==> src/rtl/brg_pkg.sv <==
package brg_pkg;

  // Core clock rate codes; the highest code aliases the fastest rate.
  typedef enum logic [1:0] {
    CORE_12MHZ  = 2'b00,
    CORE_24MHZ  = 2'b01,
    CORE_48MHZ  = 2'b10,
    CORE_48_ALT = 2'b11
  } core_rate_e;

  // Number of doublings of the base terminal count for a rate code.
  function automatic logic [1:0] rate_shift(input logic [1:0] code);
    logic [1:0] sh;
    case (code)
      CORE_12MHZ: sh = 2'd0;
      CORE_24MHZ: sh = 2'd1;
      default:    sh = 2'd2;
    endcase
    return sh;
  endfunction

endpackage

==> src/rtl/brg_reset_sync.sv <==
module brg_reset_sync #(
  parameter int STAGES = 2
) (
  input  logic clk,
  input  logic arst_n,
  output logic srst_n
);
  logic [STAGES-1:0] sync_q;

  always_ff @(posedge clk or negedge arst_n) begin
    if (!arst_n) sync_q <= '0;
    else         sync_q <= {sync_q[STAGES-2:0], 1'b1};
  end

  assign srst_n = sync_q[STAGES-1];
endmodule

==> src/rtl/brg_period_sel.sv <==
module brg_period_sel
  import brg_pkg::*;
#(
  parameter int BASE_TC = 52,
  parameter int CNT_W   = 9
) (
  input  logic [1:0]       rate_code,
  input  logic             half_sel,
  output logic [CNT_W-1:0] term_cnt
);
  logic [2:0] total_shift;

  always_comb begin
    total_shift = {1'b0, rate_shift(rate_code)} + {2'b00, half_sel};
    term_cnt    = CNT_W'(BASE_TC) << total_shift;
  end
endmodule

==> src/rtl/brg_tick_counter.sv <==
module brg_tick_counter #(
  parameter int BASE_TC = 52,
  parameter int CNT_W   = 9,
  parameter int CFG_W   = 3
) (
  input  logic             clk,
  input  logic             rst_n,
  input  logic             en,
  input  logic [CFG_W-1:0] cfg,
  input  logic [CNT_W-1:0] term_cnt,
  output logic             tick
);
  logic [CNT_W-1:0] cnt_q, cnt_d;
  logic [CFG_W-1:0] cfg_q;
  logic             en_q;
  logic             tick_q, tick_d;
  logic             restart, at_end, cnt_ce;

  // Next-state logic
  always_comb begin
    restart = en && (!en_q || (cfg != cfg_q));
    at_end  = (cnt_q == (term_cnt - 1'b1));
    cnt_ce  = 1'b1;
    if (!en || restart || at_end) cnt_d = '0;
    else                          cnt_d = cnt_q + 1'b1;
    // An idle counter already at zero needs no write.
    if (!en && (cnt_q == '0)) cnt_ce = 1'b0;
    tick_d = en && !restart && at_end;
  end

  // Registers
  always_ff @(posedge clk or negedge rst_n) begin
    if (!rst_n) begin
      cnt_q  <= '0;
      cfg_q  <= '0;
      en_q   <= 1'b0;
      tick_q <= 1'b0;
    end else begin
      if (cnt_ce) cnt_q <= cnt_d;
      cfg_q  <= cfg;
      en_q   <= en;
      tick_q <= tick_d;
    end
  end

  assign tick = tick_q;

  // a tick only follows an edge where the port was enabled
  a_r6_tick_needs_en: assert property (@(posedge clk) disable iff (!rst_n)
    tick_q |-> $past(en));

  // a disabled port is idle and cleared on the next cycle
  a_r6_idle_clears: assert property (@(posedge clk) disable iff (!rst_n)
    !en |=> (cnt_q == '0) && !tick_q);

  // strobes never last two cycles
  a_r5_single_cycle: assert property (@(posedge clk) disable iff (!rst_n)
    tick_q |=> !tick_q);

  // with steady settings the count stays below the terminal count
  a_r4_cnt_in_range: assert property (@(posedge clk) disable iff (!rst_n)
    (cfg == cfg_q) |-> (cnt_q < term_cnt));

  // the selected terminal count is one of the legal values
  a_r3_tc_legal: assert property (@(posedge clk) disable iff (!rst_n)
    (term_cnt == CNT_W'(BASE_TC))   || (term_cnt == CNT_W'(BASE_TC*2)) ||
    (term_cnt == CNT_W'(BASE_TC*4)) || (term_cnt == CNT_W'(BASE_TC*8)));
endmodule

==> src/rtl/dual_baud_tick_gen.sv <==
module dual_baud_tick_gen #(
  parameter int NUM_PORTS   = 2,
  parameter int BASE_TC     = 52,
  parameter int SYNC_STAGES = 2
) (
  input  logic                 clk,
  input  logic                 rst_n,
  input  logic [1:0]           core_rate,
  input  logic [NUM_PORTS-1:0] half_rate,
  input  logic [NUM_PORTS-1:0] port_en,
  output logic [NUM_PORTS-1:0] baud_tick
);
  // Largest count: fastest clock (x4) with halving (x2).
  localparam int MAX_TC = BASE_TC * 8;
  localparam int CNT_W  = $clog2(MAX_TC + 1);
  localparam int CFG_W  = 3;

  logic srst_n;

  brg_reset_sync #(.STAGES(SYNC_STAGES)) u_rst_sync (
    .clk    (clk),
    .arst_n (rst_n),
    .srst_n (srst_n)
  );

  for (genvar p = 0; p < NUM_PORTS; p++) begin : g_port
    logic [CNT_W-1:0] term_cnt;

    brg_period_sel #(.BASE_TC(BASE_TC), .CNT_W(CNT_W)) u_sel (
      .rate_code (core_rate),
      .half_sel  (half_rate[p]),
      .term_cnt  (term_cnt)
    );

    brg_tick_counter #(.BASE_TC(BASE_TC), .CNT_W(CNT_W), .CFG_W(CFG_W)) u_cnt (
      .clk      (clk),
      .rst_n    (srst_n),
      .en       (port_en[p]),
      .cfg      ({core_rate, half_rate[p]}),
      .term_cnt (term_cnt),
      .tick     (baud_tick[p])
    );
  end

  // no strobe while the external reset is asserted
  a_r1_quiet_in_reset: assert property (@(posedge clk)
    !rst_n |-> (baud_tick == '0));
endmodule

==> config.mk <==
export PLATFORM = sky130hd
export DESIGN_NAME = dual_baud_tick_gen
export DESIGN_NICKNAME = d
export VERILOG_FILES = /design/src/rtl/brg_pkg.sv /design/src/rtl/brg_reset_sync.sv /design/src/rtl/brg_period_sel.sv /design/src/rtl/brg_tick_counter.sv /design/src/rtl/dual_baud_tick_gen.sv
export SDC_FILE = /design/constraint.sdc
export NUM_CORES = 1
export LEC_CHECK = 0
export BUFFER_PORTS_ARGS = -buffer_cell sky130_fd_sc_hd__buf_2
export CAP_MARGIN = 20
export CORE_ASPECT_RATIO = 1.4
export CORE_UTILIZATION = 45
export DETAILED_ROUTE_END_ITERATION = 8
export GPL_TIMING_DRIVEN = 1
export PLACE_DENSITY = 0.59
export SYNTH_ARGS = -nofsm -noshare
export SYNTH_HDL_FRONTEND = slang
export SYNTH_HIERARCHICAL = 1
export SYNTH_SLANG_ARGS = --single-unit
==> constraint.sdc <==
create_clock -name clk -period 1.7 [get_ports clk]
set_clock_uncertainty 0.2 [all_clocks]
set_input_delay 0.17 -clock clk [delete_from_list [all_inputs] [get_ports clk]]
set_output_delay 0.17 -clock clk [all_outputs]
set_load 0.01 [all_outputs]
=== Yosys cells after proc, flatten, opt, wreduce, memory -nomap -nowiden ===
Cells that the tools add are included.

* Register bits after elaboration: 30
* Bits in latches: 0
* Memory bits (writable): 0
* ROM bits: 0
* Input bits: 8
* Output and inout bits: 2
* Logic and storage cells: 48
* Memories kept: 0

* Add/subtract/negate cells: 6
* Multiply operators: 0
* Div/mod/pow operators: 0
* Magnitude comparators: 0
* Equal/unequal tests: 5
* Shifts and indexed selects: 2
* Multiplexer cells: 3
* Bitwise logic cells: 0
* Reduce and logical (&&, ||, !) cells: 23

{| class="wikitable"
|+ Operator list
! kind !! count
|-
| 9-bit by 1-bit adder with 9-bit output, second input constant || 2
|-
| 9-bit equality test || 2
|-
| 9-bit logical NOT || 2
|-
| 9-bit 2-to-1 mux || 2
|-
| 6-bit by 3-bit left shift with 9-bit output, first input constant || 2
|-
| 9-bit by 1-bit subtractor with 9-bit output, second input constant || 2
|-
| 1-bit logical AND || 8
|-
| 2-bit by 1-bit adder with 3-bit output || 2
|-
| 1-bit logical NOT || 6
|-
| 1-bit logical OR || 6
|-
| 3-bit != test || 2
|-
| 2-bit case mux with 2 select lines || 1
|-
| 2-bit by 1-bit equality test with 1-bit output, second input constant || 1
|-
| 2-bit logical NOT || 1
|}

=== Logic depth before layout (Yosys ltp) ===
Gate-level depths: netlist (run 1).

* Depth in word-level cells: 8
* Depth in mapped cells: 11
* Gate-level depth less buffers: 10

=== Hierarchy ===
Netlist (run 1), hierarchy kept.

{| class="wikitable"
|+ By module, submodules not included
! module !! instances !! cells each !! area an instance (µm²) !! sequential area each (µm²)
|-
| brg_tick_counter || 2 || 107 || 1001.0 || 350.3
|-
| brg_period_sel || 2 || 20 || 140.1 || 0.0
|-
| brg_reset_sync || 1 || 3 || 53.8 || 50.0
|}

=== Least setup slack after synthesis (run 1) ===
Ideal clock, no wire load.

* Path type: input-to-reg
* From: in core_rate[1]
* To: reg g_port[0].u_cnt.cnt_q[1]
* Library setup time: 0.095 ns
* Arrival: 2.345 ns
* Required time: 1.405 ns
* Setup slack: -0.941 ns
* Stages: 10
* Path buffers: 1
* Cell sequence: buf_2 -> nor2b_1 -> ha_1 -> ha_1 -> a21boi_0 -> or3b_1 -> o311a_1 -> a31oi_2 -> nor4_4 -> o32ai_2

* Word-level cells in the longest chain between the ends: 8
* Elaborated cells between the ends (all ways): 13
* Those cells by class: 2 x add/sub; 3 x eq/ne; 1 x shift; 2 x mux; 5 x reduce/logical

{| class="wikitable"
|+ Ends and longest elaborated chain
! element !! line !! source
|-
| start, declared || dual_baud_tick_gen.sv:8 || <nowiki>input logic [1:0] core_rate,</nowiki>
|-
| 2-bit by 1-bit equality test with 1-bit output / 2-bit logical NOT (equally long branches) || brg_pkg.sv:14 || <nowiki>case (code)</nowiki>
|-
| 2-bit case mux with 2 select lines * || brg_pkg.sv:14 ||
|-
| 2-bit by 1-bit adder with 3-bit output * || brg_period_sel.sv:14 || <nowiki>total_shift = {1'b0, rate_shift(rate_code)} + {2'b00, half_sel};</nowiki>
|-
| 6-bit by 3-bit left shift with 9-bit output * || brg_period_sel.sv:15 || <nowiki>term_cnt = CNT_W'(BASE_TC) << total_shift;</nowiki>
|-
| net g_port[0].term_cnt[3] || dual_baud_tick_gen.sv:27 || <nowiki>logic [CNT_W-1:0] term_cnt;</nowiki>
|-
| 9-bit by 1-bit subtractor with 9-bit output * || brg_tick_counter.sv:22 || <nowiki>at_end = (cnt_q == (term_cnt - 1'b1));</nowiki>
|-
| 9-bit equality test * || brg_tick_counter.sv:22 ||
|-
| 1-bit logical OR * || brg_tick_counter.sv:24 || <nowiki>if (!en || restart || at_end) cnt_d = '0;</nowiki>
|-
| 9-bit 2-to-1 mux * || brg_tick_counter.sv:24 ||
|-
| end signal, assigned || brg_tick_counter.sv:39 || <nowiki>if (cnt_ce) cnt_q <= cnt_d;</nowiki>
|-
| end, declared || brg_tick_counter.sv:13 || <nowiki>logic [CNT_W-1:0] cnt_q, cnt_d;</nowiki>
|}

Mark *: on every way through the listed nets, which the timed path passes. The rest lies on a longest branch.
A chain may end at the register's enable or synchronous reset.

=== Worst setup path in the final report (run 1) ===
* From: in core_rate[1]
* To: reg g_port[0].u_cnt.cnt_q[0]

The elaborated chain is that of the path after synthesis.

==> reports/metrics.yaml, run 1 <==
clock_tree:
  worstSkewPairLatency_ps: 280
  cts_max_path_buffers: 2
  htreeDepth: 2
  cts_root_buffer: "clkbuf_8"
  clkTransAtPathRegs_ps: 70
  cts_sinks: 30
  cts_tree: "yes"
  cts_made_buffers: 5
power_and_ir_drop:
  intPower_w: 0.00165
  pwr-share-clk: 0.404
  switching_share: 0.266
  powerDensity_nw_per_um2: 669
  peakVddDrop_v: 0.000425
  p_total_w: 0.00225
  p_leak_nw: 1.47
  pwr-share-seq: 0.326
  combPwrFrac: 0.270
  netSwitchingPower_w: 0.000600
drt:
  drc: 0
  post_drt_wl_per_cell_um: 14.1
  drt_pass1_iterations: 4
  drt_wl_total_um: 5540
  drtAntennaViolNets: 0
  vias: 1979
  detail_route.vias_per_cell: 5.05
  drt_iter0_drc: 68
grt:
  grt_pass1_vias: 2070
  antenna_found_initial: 0
  gr-usage-all-layers: 0.222
  grt-ovfl-total: 0
  grt_max_degree: 29
  grt_pass1_wl_um: 9370
finish:
  diodes: 0
  area_growth_pct: 44.2
  drive_gt1_frac: 0.378
  nets: 347
synth:
  ys_warn_count: 6
  synth_area_um2: 2340
  synth_common_cells: "dfrtp_1, xnor2_1, nand2_1, nor2_1"
  synthXorXnorAreaFrac: 0.150
  synth_fa_ha_area_frac: 0.0643
  synth_area_leaders: "dfrtp_1, xnor2_1, ha_1"
  syn_inst: 257
  synthSimpleGateAreaFrac: 0.271
  synthMuxAreaShare: 0.00857
  synth_edf_count: 0
  yosysSeqAreaShare: 0.321
  synth_top_flop_cell: "dfrtp_1"
  synth_compound_area_frac: 0.126
  synth_top_area_share: 0.321
  syn_avg_cell_area_um2: 9.09
  synth_cell_types: 39
  yosys.area.top_type: "dfrtp_1"
  synthArstFlopShare: 1.00
  yosysMostFrequentCell: "dfrtp_1"
  synth_top_family_by_area: "simple AND/OR/NAND/NOR gates"
  ys_ff_latch: 30
timing:
  fmax_ghz: 0.425
  fin_crit_sh: 1.38
  hold_violations: 0
  tightest_slew_ps: 561
  relSlewSlack: 0.626
  rsz0062_at_grt: "yes"
  setup_violations: 20
  setup_tns_ps: -11690
  slew_violations: 0
  finalCriticalPeriod_ps: 2350
  fin_ws_ps: -651
critical_path:
  cpMostUsedCell: "ha_4"
  r2r_start: "g_port[1].u_cnt/cnt_q[5]"
  cp_slowest_cell: "or3b_4"
  crit_required_ps: 1690
  cp_cell_sequence: "buf_8 > buf_12 > nor2b_4 > ha_4 > ha_4 > a21boi_4 > or3b_4 > o311a_4 > a31oi_4 > nor4_4 > o31ai_1"
  cp_max_fo: 5
  rr_endpoint: "g_port[1].u_cnt/cnt_q[1]"
  reg2reg_slack_ps: -300
  worstSetupPathType: "in2reg"
  slowest_delay_ps: 410
  crit_arrival_ps: 2340
  crit_path_start_kind: "input pin"
  cp-end-kind: "flip-flop"
  r2r_cells: 6
outcome:
  outcome: "complete, but fails checks"
  violations: "setup timing"
job:
  cap_violations: 0
place:
  io_buffers: 9
  detailed_place_hpwl_um: 4110
  place.gp.congestion: 0.816
die:
  die_area_um2: 5490
  die_height_um: 87.3
  row_count: 30
  core_um2: 4920
  start_util: 0.475
  die_w_um: 62.9
  ioPinCount: 10
min_path:
  hold_path_class: "reg2async"
-- worst max-delay path: cells and delay by family --
kind,cells,cell delay (ps)
buffers and inverters,2,220
AOI/OAI and AO/OA,4,950
adders and majority gates,2,370
and+or+nand+nor,3,620
-- metrics by stage --
stage	cells	hold WS (ps)	util	area [um2]	worst slack, ps
5_1_grt	392	115	0.685	3370	-742
3_5_place_dp	373	-241	0.597	2930	-1030
4_1_cts	389	63.9	0.653	3210	-658
6_report	392	50.9	0.685	3370	-651
3_3_place_gp	373	-245	0.597	2930	-973
2_1_floorplan	259	-326	-	2490	-730
-- final cells by class --
class                   instances  area, um2
inverters                      16       60.1
clock buffers                   6       82.6
multi-input cells             201       1750
well taps                      64       80.1
fillers                       414       1550
flip-flops and latches         30        751
repair buffers                 73        586
clock inverters                 2       60.1
-- flip-flops by register name, indices dropped and copies added (netlist names) --
register / count
g_port.u_cnt/cfg_q: 6
g_port.u_cnt/tick: 2
u_rst_sync/sync_q: 2
g_port.u_cnt/en_q: 2
g_port.u_cnt/cnt_q: 18
-- how the worst max path moves through the flow --
| stage | start | to | depth (start not counted) | slack (ps) |
|---|---|---|---|---|
| after global routing | core_rate[1] | g_port[0].u_cnt/cnt_q[0] | 11 | -740 |
| after detailed placement | core_rate[1] | g_port[0].u_cnt/cnt_q[0] | 11 | -1030 |
| after floorplan | core_rate[1] | g_port[0].u_cnt/cnt_q[0] | 10 | -730 |
| after CTS | core_rate[1] | g_port[0].u_cnt/cnt_q[0] | 11 | -660 |
| final | core_rate[1] | g_port[0].u_cnt/cnt_q[0] | 11 | -650 |
| after global placement | core_rate[1] | g_port[0].u_cnt/cnt_q[0] | 11 | -970 |
-- what timing repair did --
item	4_1_cts	5_1_grt
pin swaps	17	11
resized for setup	12	26
setup endpoints to repair	20	20
hold buffers	8	0
endpoints found under the hold margin	8	0
buffers inserted	1	4
-- power groups by stage --
stage | Combinational, W | Clock [W] | Sequential, W
after floorplan | 0.000345 | 0 | 0.000759
after global placement | 0.000494 | 0 | 0.000748
after detailed placement | 0.000504 | 0 | 0.000748
after CTS | 0.000554 | 0.000923 | 0.000735
after global routing | 0.000661 | 0.000953 | 0.000736
final | 0.000608 | 0.000911 | 0.000735
-- per-layer routing --
metal  wire [um]  global-route usage  up-vias
met3         100              0.0327        7
li1            -                   -     1012
met4          78              0.0909        0
met1        2260               0.238      942
met5           0                   0        -
met2        3100               0.426       18
-- logic make-up after synthesis --
kind of cell,Yosys count
AO/OA/AOI/OAI,34
adder cells (fa/ha/maj),12
other,3
flip-flops,30
multiplexers,2
buffers and inverters,28
XOR/XNOR,40
AND/OR/NAND/NOR,108
-- layout by cell type (no fill, tap or decap), types with 4 or more instances in the layout --
master	n
buf_2	7
buf_6	4
xor2_1	16
xnor2_1	23
or2_2	4
nor2_2	5
nand2b_1	6
clkbuf_8	6
a21o_1	6
ha_4	5
nor4_4	4
inv_1	15
nand2_1	22
ha_1	7
nor2_1	17
conb_1	5
dlygate4sd3_1	8
nor3_1	8
o211ai_1	4
or2b_1	4
nand3_1	12
dfrtp_1	30
buf_4	52
No activity file was read; power rests on OpenSTA's default activity.
==> run 2, diff against run 1 <==
Settings changed: PLACE_DENSITY 0.59 to 0.6, SKIP_CTS_REPAIR_TIMING set to 1, SYNTH_HIERARCHICAL 1 to unset.
==> reports/metrics.yaml, run 2 <==
clock_tree:
  cts_max_path_buffers: 2
  htreeDepth: 1
  cts_root_buffer: "clkbuf_8"
  cts_sinks: 28
  clkTransAtPathRegs_ps: 90
  worstSkewPairLatency_ps: 270
  cts_tree: "yes"
  cts_made_buffers: 3
grt:
  gr-usage-all-layers: 0.206
  grt_pass1_wl_um: 7020
  grt_max_degree: 27
  grt_pass1_vias: 1656
  grt-ovfl-total: 0
  antenna_found_initial: 0
power_and_ir_drop:
  peakVddDrop_v: 0.000349
  powerDensity_nw_per_um2: 528
  p_leak_nw: 1.12
finish:
  top_register: "g_port.u_cnt.cnt_q"
  n_fill_cell: 297
  nets: 250
  utilization: 0.668
  final_common_cell: "buf_4"
  largest_reg_flops: 18
  final_cells: 272
  multi_input_area_um2: 1190
  diodes: 0
  final-seq-area_um2: 701
  area_growth_pct: 38.4
  final_cell_mix: "buf_4, dfrtp_1, xor2_1, nand2_1"
  drive_gt1_frac: 0.396
  top_regs: "g_port.u_cnt.cnt_q: 18 flops, g_port.u_cnt.cfg_q: 4 flops"
critical_path:
  worstSetupPathType: "in2reg"
  crit_arrival_ps: 1990
  crit_required_ps: 1650
  crit_path_start_kind: "input pin"
  cp-end-kind: "flip-flop"
  cp_max_fo: 4
timing:
  setup_tns_ps: -5750
  setup_violations: 20
  fin_ws_ps: -340
  finalCriticalPeriod_ps: 2040
  fin_crit_sh: 1.20
  slew_violations: 0
  fmax_ghz: 0.490
  rsz0062_at_grt: "yes"
  hold_violations: 0
synth:
  synth_area_leaders: "dfrtp_1, xor2_1, ha_1"
  syn_inst: 177
  synth_cell_types: 37
  synth_top_flop_cell: "dfrtp_1"
  synth_common_cells: "dfrtp_1, xor2_1, nand2_1"
  synth_top_area_share: 0.388
  syn_avg_cell_area_um2: 10.2
  synth_edf_count: 0
  yosys.area.top_type: "dfrtp_1"
  ys_ff_latch: 28
  synthArstFlopShare: 1.00
  synth_area_um2: 1800
  yosysMostFrequentCell: "dfrtp_1"
  ys_warn_count: 0
  syn_nets: 195
  yosysSeqAreaShare: 0.388
die:
  start_util: 0.482
  die_height_um: 76.9
  core_um2: 3740
  die_area_um2: 4270
  die_w_um: 55.5
  row_count: 26
  ioPinCount: 10
place:
  io_buffers: 9
  detailed_place_hpwl_um: 3290
  place.gp.congestion: 0.888
  dp_cells: 261
drt:
  drt_pass1_iterations: 4
  detail_route.vias_per_cell: 5.61
  vias: 1527
  drt_iter0_drc: 38
  drc: 0
  drt_wl_total_um: 4440
  drtAntennaViolNets: 0
  post_drt_wl_per_cell_um: 16.3
min_path:
  hold_path_class: "in2async"
job:
  cap_violations: 0
outcome:
  outcome: "complete, but fails checks"
  violations: "setup timing"
==> run 2: metrics by stage <==
step                setup slack, ps  hold WS [ps]  power, W  area [um2]
floorplan                      -447          -326  0.000823        1830
global placement               -492          -245  0.000903        2190
detailed placement             -521          -244  0.000911        2190
CTS                            -444          -544   0.00127        2230
global route                   -446          19.4   0.00138        2500
finish                         -340         0.396   0.00132        2500
==> run 2: final timing paths <==
check / start / endpoint / depth (start not counted) / slack (ps)
max in group asynchronous: u_rst_sync.sync_q[1] / g_port[1].u_cnt.cnt_q[2] / 1 / 1010
worst max register to register: g_port[1].u_cnt.cnt_q[3] / g_port[1].u_cnt.cnt_q[6] / 5 / -280
worst max-delay path: core_rate[1] / g_port[0].u_cnt.cnt_q[0] / 10 / -340
worst min register to register: u_rst_sync.sync_q[1] / g_port[0].u_cnt.cnt_q[1] / 1 / 40
worst min-delay path: rst_n / u_rst_sync.sync_q[1] / 2 / 0.4
min in group clk: half_rate[1] / g_port[1].u_cnt.cfg_q[0] / 2 / 30
==> run 2: cell type report <==
| type | count | area share |
|---|---|---|
| Multi-Input combinational cell | 127 | 0.476 |
| Timing Repair Buffer | 61 | 0.189 |
| Sequential cell | 28 | 0.281 |
| Tap cell | 42 | 0.0210 |
| Inverter | 11 | 0.0165 |
| Clock buffer | 3 | 0.0165 |
==> run 2: logic make-up (layout without fill, tap and decap cells) <==
kind of cell	after synthesis	count (layout)	synth area share
compound gates	26	26	0.112
buf+inv	22	75	0.0548
fa+ha+maj	10	10	0.0693
simple gates	57	57	0.193
flops	28	28	0.388
xor+xnor	29	29	0.156
other cells	1	1	0.00208
mux	4	4	0.0250
==> run 2: where the power goes <==
part / leakage [nW] / total, W / internal (W) / switching, W
Sequential: 0.372 / 0.000683 / 0.000678 / 0.00000510
Combinational: 0.726 / 0.000282 / 0.000139 / 0.000143
Clock: 0.0216 / 0.000353 / 0.000159 / 0.000194
Total: 1.12 / 0.00132 / 0.000976 / 0.000342
==> run 2: worst max-delay path: stages <==
cell and delay, ps:
buf_8 100, nor2b_4 180, xor2_2 230, inv_2 90, ha_4 170, xor2_1 160
nand4_1 200, nor4bb_4 400, buf_4 210, a31oi_1 80
==> run 2: layer usage <==
metal  track usage  vias to the layer above  share of wire
li1              -                      726              -
met1         0.208                      765           0.38
met4         0.118                        0          0.026
met2         0.395                       26           0.57
met5             0                        -              0
met3        0.0236                       10          0.020
==> run 3, diff against run 2 <==
Settings changed: BUFFER_PORTS_ARGS -buffer_cell sky130_fd_sc_hd__buf_2 to unset, CTS_CLUSTER_SIZE set to 8, DONT_BUFFER_PORTS set to 1, PLACE_DENSITY 0.6 to 0.58.
==> reports/metrics.yaml, run 3 (synthesis results as in run 2) <==
outcome:
  outcome: "complete, but fails checks"
  violations: "setup timing"
power_and_ir_drop:
  powerDensity_nw_per_um2: 593
  pwr-share-seq: 0.467
  peakVddDrop_v: 0.000426
  intPower_w: 0.00111
  pwr-share-clk: 0.375
  combPwrFrac: 0.158
  p_leak_nw: 1.08
  netSwitchingPower_w: 0.000353
  switching_share: 0.241
timing:
  rsz0062_at_grt: "yes"
  slew_violations: 0
  fmax_ghz: 0.486
  fin_ws_ps: -358
  finalCriticalPeriod_ps: 2060
  hold_violations: 0
  fin_crit_sh: 1.21
  setup_violations: 20
grt:
  busiest_layer: "met2"
  grt_pass1_vias: 1532
  gr-usage-met2: 0.414
  grt-ovfl-total: 0
  antenna_found_initial: 0
  grtUsageMet3: 0.0202
  grt_pass1_wl_um: 7150
  use_met1: 0.228
  gr-usage-all-layers: 0.216
  grt_max_degree: 27
die:
  row_count: 26
  start_util: 0.482
  die_w_um: 55.5
  die_height_um: 76.9
  die_area_um2: 4270
  ioPinCount: 10
  core_um2: 3740
critical_path:
  worstSetupPathType: "reg2reg"
  cp_max_fo: 5
  cp_cell_sequence: "inv_2 > ha_4 > or4b_4 > nor4_2 > buf_4 > buf_6 > o21a_1 > a211oi_1"
  crit_arrival_ps: 2020
  cp-end-kind: "flip-flop"
  crit_required_ps: 1670
  slowest_delay_ps: 450
  reg2reg_slack_ps: -360
  crit_path_start_kind: "flip-flop"
  cp_slowest_cell: "or4b_4"
drt:
  post_drt_wl_per_cell_um: 18.0
  drt_pass1_iterations: 6
  detail_route.vias_per_cell: 5.63
  drt_iter0_drc: 64
  vias: 1485
  drtAntennaViolNets: 0
  drc: 0
  drt_wl_total_um: 4760
finish:
  nets: 241
  final_cell_mix: "buf_4, dfrtp_1, xor2_1"
  final_common_cell: "buf_4"
  utilization: 0.660
  diodes: 0
  area_growth_pct: 36.9
  top_regs: "g_port.u_cnt.cnt_q: 18 flops, g_port.u_cnt.cfg_q: 4 flops"
  n_fill_cell: 305
  top_register: "g_port.u_cnt.cnt_q"
  largest_reg_flops: 18
  stdcell_area_um2: 2470
  drive_gt1_frac: 0.387
  final_cells: 264
place:
  dp_cells: 243
  place.gp.congestion: 0.822
  dpl_cell_area_um2: 2070
  dp_slack_ps: -433
  io_buffers: 0
  detailed_place_hpwl_um: 3230
clock_tree:
  cts_tree: "yes"
  cts_root_buffer: "clkbuf_8"
  clkTransAtPathRegs_ps: 110
  cts_sinks: 28
  htreeDepth: 1
  cts_max_path_buffers: 2
  cts_made_buffers: 3
  worstSkewPairLatency_ps: 290
job:
  cap_violations: 0
min_path:
  hold_path_class: "in2reg"
## run 3: changes by cell type in the layout (fill, tap and decap cells not counted), moves of 2 or more
cell / delta
dlygate4sd3_1: +3
a21oi_4: -2
a211oi_2: +2
a211oi_1: -2
buf_2: -7
buf_4: -5
a21oi_2: +2
inv_2: +3
inv_1: -3
## run 3: power by group through the flow
stage,registers (W),clock network [W],logic [W]
4_1_cts,0.000683,0.000551,0.000175
3_5_place_dp,0.000696,0,0.000174
6_report,0.000684,0.000549,0.000232
3_3_place_gp,0.000696,0,0.000169
2_1_floorplan,0.000705,0,0.000118
5_1_grt,0.000685,0.000576,0.000252
## run 3: routing by layer
metal	wire length [um]	vias up
met5	0	-
met4	106	0
met3	63	7
met2	2850	16
met1	1750	755
li1	-	707
## run 3: area by class of cell
| class | instances | area [um2] | area share |
|---|---|---|---|
| Clock inverter | 1 | 30.0 | 0.0122 |
| Multi-Input combinational cell | 127 | 1180 | 0.477 |
| Sequential cell | 28 | 701 | 0.284 |
| Inverter | 11 | 41.3 | 0.0167 |
| Tap cell | 42 | 52.6 | 0.0213 |
| Timing Repair Buffer | 52 | 425 | 0.172 |
| Clock buffer | 3 | 41.3 | 0.0167 |
## run 3: metrics by stage
stage / hold WS [ps] / power (W) / TNS, ps
after floorplan: -326 / 0.000823 / -7950
after global placement: -326 / 0.000864 / -6550
after detailed placement: -326 / 0.000871 / -7780
after CTS: -641 / 0.00141 / -5430
after global routing: 24.4 / 0.00151 / -5830
final: 31.8 / 0.00146 / -4780
## run 3: worst paths after layout
kind                                           from                  endpoint  cells past startpoint
min in group asynchronous      u_rst_sync.sync_q[1]  g_port[0].u_cnt.cnt_q[5]                      1
max in group asynchronous                     rst_n      u_rst_sync.sync_q[1]                      2
hold reg to reg                u_rst_sync.sync_q[1]  g_port[0].u_cnt.cnt_q[5]                      1
setup reg to reg           g_port[0].u_cnt.cnt_q[1]  g_port[0].u_cnt.cnt_q[2]                      8
hold / removal                         core_rate[1]      g_port[1].u_cnt.tick                      3
setup / recovery           g_port[0].u_cnt.cnt_q[1]  g_port[0].u_cnt.cnt_q[2]                      8
## run 3: worst max-delay path: cells and delay by family (launching register included)
| kind | cells | cell delay, ps |
|---|---|---|
| AOI/OAI and AO/OA | 2 | 130 |
| adders and majority gates | 1 | 120 |
| buffers and inverters | 3 | 350 |
| DFF | 1 | 410 |
| and+or+nand+nor | 2 | 720 |
